<file path="src/rtl/serial_eeprom_slave.sv">
module serial_eeprom_slave #(
  parameter int         ADDR_W     = 8,
  parameter int         PAGE_BYTES = 16,
  parameter int         WR_CYCLES  = 500000,
  parameter logic [3:0] DEV_PREFIX = 4'b1010
) (
  input  logic clk,
  input  logic rst_n,
  input  logic scl_i,
  input  logic sda_i,
  input  logic supply_ok,
  output logic sda_pull
);
  localparam int DEPTH = 1 << ADDR_W;
  localparam int PW    = $clog2(PAGE_BYTES);
  localparam int BW    = $clog2(WR_CYCLES + 1);

  typedef enum logic [3:0] {
    S_IDLE, S_DEV, S_DEV_ACK, S_ADDR, S_ADDR_ACK, S_WR, S_WR_ACK, S_TX, S_MACK
  } st_t;

  logic [2:0] scl_q, sda_q;
  always_ff @(posedge clk or negedge rst_n)
    if (!rst_n) begin
      scl_q <= 3'b111;
      sda_q <= 3'b111;
    end else begin
      scl_q <= {scl_q[1:0], scl_i};
      sda_q <= {sda_q[1:0], sda_i};
    end

  wire scl_rise  = scl_q[1] & ~scl_q[2];
  wire scl_fall  = ~scl_q[1] & scl_q[2];
  wire start_det = scl_q[1] & scl_q[2] & sda_q[2] & ~sda_q[1];
  wire stop_det  = scl_q[1] & scl_q[2] & ~sda_q[2] & sda_q[1];

  logic [7:0]             mem  [DEPTH];
  logic [7:0]             wbuf [PAGE_BYTES];
  logic [PAGE_BYTES-1:0]  wvalid;
  logic [ADDR_W-PW-1:0]   wpage;
  logic [ADDR_W-1:0]      addr;
  logic [7:0]             sh, tx;
  logic [3:0]             cnt;
  logic                   rw, mack;
  logic [BW-1:0]          busy_cnt;
  st_t                    st;

  wire busy    = busy_cnt != '0;
  wire load_tx = scl_fall && ((st == S_DEV_ACK && rw) || (st == S_MACK && mack));
  wire rx_st   = (st == S_DEV) || (st == S_ADDR) || (st == S_WR);

  always_ff @(posedge clk or negedge rst_n) begin
    if (!rst_n) begin
      for (int i = 0; i < DEPTH; i++) mem[i] <= '0;
      for (int i = 0; i < PAGE_BYTES; i++) wbuf[i] <= '0;
      wvalid   <= '0;
      wpage    <= '0;
      addr     <= '0;
      sh       <= '0;
      tx       <= '0;
      cnt      <= '0;
      rw       <= 1'b0;
      mack     <= 1'b0;
      busy_cnt <= '0;
      st       <= S_IDLE;
      sda_pull <= 1'b0;
    end else if (busy) begin
      busy_cnt <= busy_cnt - BW'(1);
      st       <= S_IDLE;
      sda_pull <= 1'b0;
      wvalid   <= '0;
    end else if (stop_det) begin
      if ((st == S_WR || st == S_WR_ACK) && |wvalid && supply_ok) begin
        for (int i = 0; i < PAGE_BYTES; i++)
          if (wvalid[i]) mem[{wpage, PW'(i)}] <= wbuf[i];
        busy_cnt <= BW'(WR_CYCLES);
      end
      st       <= S_IDLE;
      sda_pull <= 1'b0;
      wvalid   <= '0;
    end else if (start_det) begin
      st       <= S_DEV;
      cnt      <= '0;
      sda_pull <= 1'b0;
      wvalid   <= '0;
    end else if (load_tx) begin
      tx       <= {mem[addr][6:0], 1'b0};
      sda_pull <= ~mem[addr][7];
      addr     <= addr + ADDR_W'(1);
      cnt      <= 4'd1;
      st       <= S_TX;
    end else if (rx_st) begin
      if (scl_rise) begin
        sh  <= {sh[6:0], sda_q[1]};
        cnt <= cnt + 4'd1;
      end else if (scl_fall && cnt == 4'd8) begin
        cnt <= '0;
        if (st == S_DEV) begin
          if (sh[7:4] == DEV_PREFIX) begin
            rw       <= sh[0];
            sda_pull <= 1'b1;
            st       <= S_DEV_ACK;
          end else st <= S_IDLE;
        end else if (st == S_ADDR) begin
          addr     <= ADDR_W'(sh);
          sda_pull <= 1'b1;
          st       <= S_ADDR_ACK;
        end else begin
          wbuf[addr[PW-1:0]]   <= sh;
          wvalid[addr[PW-1:0]] <= 1'b1;
          wpage                <= addr[ADDR_W-1:PW];
          addr                 <= {addr[ADDR_W-1:PW], addr[PW-1:0] + PW'(1)};
          sda_pull             <= 1'b1;
          st                   <= S_WR_ACK;
        end
      end
    end else begin
      case (st)
        S_DEV_ACK: if (scl_fall) begin sda_pull <= 1'b0; st <= S_ADDR; end
        S_ADDR_ACK, S_WR_ACK: if (scl_fall) begin sda_pull <= 1'b0; st <= S_WR; end
        S_TX: if (scl_fall) begin
          if (cnt == 4'd8) begin
            sda_pull <= 1'b0;
            mack     <= 1'b0;
            st       <= S_MACK;
          end else begin
            sda_pull <= ~tx[7];
            tx       <= {tx[6:0], 1'b0};
            cnt      <= cnt + 4'd1;
          end
        end
        S_MACK: begin
          if (scl_rise) mack <= ~sda_q[1];
          if (scl_fall) st <= S_IDLE;
        end
        default: ;
      endcase
    end
  end

  a_r6_quiet_while_busy: assert property (@(posedge clk) disable iff (!rst_n)
    busy |-> !sda_pull);

  a_r6_cycle_after_stop: assert property (@(posedge clk) disable iff (!rst_n)
    $rose(busy) |-> $past(stop_det));

  a_r7_supply_gates_cycle: assert property (@(posedge clk) disable iff (!rst_n)
    $rose(busy) |-> $past(supply_ok));

  a_r11_pull_on_scl_low: assert property (@(posedge clk) disable iff (!rst_n)
    $rose(sda_pull) |-> !$past(scl_q[1]));

  a_r4_page_fixed: assert property (@(posedge clk) disable iff (!rst_n)
    (st == S_WR_ACK && $past(st) == S_WR) |-> addr[ADDR_W-1:PW] == $past(addr[ADDR_W-1:PW]));

  a_r12_release_after_nack: assert property (@(posedge clk) disable iff (!rst_n)
    ($past(st) == S_MACK && st == S_IDLE) |-> !sda_pull);
endmodule

</file>
<file path="config.mk">
export PLATFORM = sky130hd
export DESIGN_NAME = serial_eeprom_slave
export DESIGN_NICKNAME = d
export VERILOG_FILES = /design/src/rtl/serial_eeprom_slave.sv
export SDC_FILE = /design/constraint.sdc
export NUM_CORES = 2
export LEC_CHECK = 0
export ABC_AREA = 0
export BUFFER_PORTS_ARGS = -buffer_cell sky130_fd_sc_hd__clkbuf_2
export CAP_MARGIN = 20
export CORE_MARGIN = 4
export CORE_UTILIZATION = 35
export CTS_CLUSTER_SIZE = 28
export DETAILED_ROUTE_END_ITERATION = 6
export PLACE_DENSITY = 0.6
export SYNTH_ARGS = -nofsm -noshare
export SYNTH_HDL_FRONTEND = slang
export SYNTH_SLANG_ARGS = --single-unit
</file>
<file path="constraint.sdc">
create_clock -name clk -period 3.7 [get_ports clk]
set_input_delay 0.74 -clock clk [delete_from_list [all_inputs] [get_ports clk]]
set_output_delay 0.74 -clock clk [all_outputs]
set_load 0.01 [all_outputs]
</file>
==> flow_metrics.tcl <==
set metrics [dict create \
    setup_ws_ns 0.0211 \
    arrival_ns 4.50 \
    ys_seq_area_share_pct 55.2 \
    grt_setup_unrepaired "false" \
    finish.utilization_pct 41.4 \
    power_mw 50.1 \
    clk_latency_ns 0.96 \
    synth_warnings 0 \
    clock-skew-final_ns 0.0940 \
    dr_wl_met3_mm 38.9 \
    max_stage_delay_ns 0.70 \
    synth-main-ff-cell "dfrtp_1" \
    ys_top_cells_by_area "dfrtp_1, mux2_2, mux4_2" \
    root_buffer "clkbuf_16" \
    crit_path_cell_trace "buf_12, buf_4, nand3b_1, o22ai_2, a211o_1, a211o_1, nand4_1, a22oi_1, o31ai_1" \
    crit_fanout 22 \
    cp-end-kind "flop" \
    syn2layout_area_growth_pct 17.8 \
    post-dp-hpwl_mm 305 \
    fin_nets 7106 \
    startpoint_type "flop" \
    slew_violations 0 \
    maxCapViolations 0 \
    fin_crit_ns 3.68 \
    synth.most_common_cell "dfrtp_1" \
    slowest_stage "a22oi_1" \
    drt-pass1-iter-count 5 \
    via_per_inst 5.99 \
    syn_nets 6601 \
    fillerInstances 26400 \
    postSynth.asyncResetShare_pct 100 \
    antenna_found_initial 77 \
    powerDensity_nw_per_um2 416 \
    wl_met1_mm 175 \
    synth_top_area_share_pct 55.1 \
    cts_tree "done" \
    grt_max_degree 172 \
    ios 6 \
    start_util_pct 35.1 \
    dieHeight_um 548 \
    place_congestion 1.02 \
    maxUsedRoutingLayer "met5" \
    pre_cts_slack_ns -0.457 \
    gr-total-overflow 0 \
    synth-edff-count 0 \
    finalSetupViolations 0 \
    wirelength_mm 430 \
    critPathKind "reg -> reg" \
    synthTopCellsByCount "dfrtp_1, mux2_2, mux4_2" \
    avgSynthCellArea_um2 15.5 \
    fin_tns_setup_ns 0 \
    fmax_mhz 272 \
    stdcell_area_um2 120000 \
    cts.path.max_buffers 4 \
    worstMarginPinSlew_ns 1.32 \
    ys_seq_elements 2255 \
    drive_above_1_share_pct 53.2 \
    first_global_vias 66700 \
    met2_wirelength_mm 187 \
    cts_buffers 246 \
    synthCells 6589 \
    drt-initial-drc-count 7554 \
    rows 198 \
    hold_viol_final 0 \
    vias 67100 \
    htreeDepth 4 \
    wire_per_inst_um 38.4 \
    ant_nets 0 \
    path_clk_slew_ns 0.06 \
    syn_area_um2 102000 \
    crit_path_frequent_cell "a211o_1" \
    finalCritPeriodShare_pct 99.4 \
    port_buffers 5 \
    yosys.area.top_type "dfrtp_1" \
    dieWidth_um 548 \
    core_um2 291000 \
    p_leak_nw 57.0 \
    postPlaceCellArea_um2 112000 \
    hold_class "reg -> reg" \
    dieArea_um2 301000 \
    relSlewSlack_pct 12.2 \
    peakVddDrop_uv 411 \
    final_cell_count_no_fill 11200 \
    drc 0 \
    dp_cells 10700 \
    status "complete, no violations" \
    cts.sinks 2255 \
    track_usage_pct 28.2 \
    worst_hold_slack_ns 0.362 \
    ys_types 81 \
    grt_pass1_wl_mm 586 \
    required_ns 4.52 \
]
==> area by class of cell <==
class	instances	area, um2	share of cell area, %
flip-flops and latches	2255	56500	46.9
multi-input cells	3904	44100	36.6
clock buffers	359	7130	5.92
repair buffers	673	6840	5.68
well taps	3900	4880	4.05
clock inverters	80	908	0.755
inverters	14	52.6	0.0437
diodes	20	50.0	0.0416
==> kinds of logic (layout without fill, tap and decap cells) <==
kind of cell	count (synthesis)	count (layout)	share of synthesized area, %
AND/OR/NAND/NOR	655	655	3.34
buffers and inverters	430	1126	1.76
XOR/XNOR	12	12	0.103
flip-flops	2255	2255	55.2
adder cells (fa/ha/maj)	7	7	0.0857
multiplexers	2837	2837	36.7
other	0	20	0
AO/OA/AOI/OAI	393	393	2.74
==> registers in the layout (all words and copies together) (netlist names) <==
name,cells
addr,8
wbuf,128
wvalid,16
tx,7
sda_pull,1
mem,2048
wpage,4
st,4
cnt,4
scl_q,3
mack,1
sh,8
busy_cnt,19
rw,1
sda_q,3
==> critical path, delay by kind of cell, from the launching register on <==
kind / cells / cell delay (ns)
flops: 1 / 0.64
simple gates: 2 / 0.65
buf+inv: 2 / 0.46
compound gates: 5 / 1.72
==> routing by layer <==
| metal | vias up | global-route usage [%] |
|---|---|---|
| li1 | 25800 | - |
| met1 | 37100 | 38.5 |
| met2 | 3354 | 41.5 |
| met3 | 811 | 6.73 |
| met4 | 16 | 15.3 |
| met5 | - | 0.0950 |
==> power by group <==
part,leakage (nW),switching [mW],internal [mW]
Sequential,31.5,0.00330,24.7
Clock,3.98,10.5,14.3
Combinational,21.5,0.518,0.0692
Total,57.0,11.0,39.1
==> what timing repair did <==
item                                    CTS  global route
endpoints found under the setup margin    9             2
resized for setup                         3             4
buffers inserted                          2             4
hold buffers                              3             0
pin swaps                                 1             0
hold endpoints to repair                 14             0
==> layout by cell type (no fill, tap or decap), drive strengths merged, types with 25 or more instances in the layout <==
cell type / count
buf: 666
dfrtp: 2249
nand2b: 25
nand3: 50
clkbuf: 363
mux2i: 127
nand2: 345
nor3: 47
o21ai: 58
a21oi: 63
mux4: 487
a211oi: 34
clkinv: 56
a22oi: 47
o22ai: 30
mux2: 2223
nor2: 79
==> path summary, 6_finish.rpt <==
| check | startpoint | endpoint | slack (ns) | cells after the start |
|---|---|---|---|---|
| worst max-delay path | addr[3] | sda_pull | 0.02 | 9 |
| worst min-delay path | sda_q[0] | sda_q[1] | 0.36 | 0 |
| worst max register to register | addr[3] | sda_pull | 0.02 | 9 |
| worst min register to register | sda_q[0] | sda_q[1] | 0.36 | 0 |
| max in group asynchronous | rst_n | mem[1231] | 1.88 | 3 |
| min in group asynchronous | rst_n | mem[1647] | 0.38 | 2 |
Power figures use the tool's default switching activity.
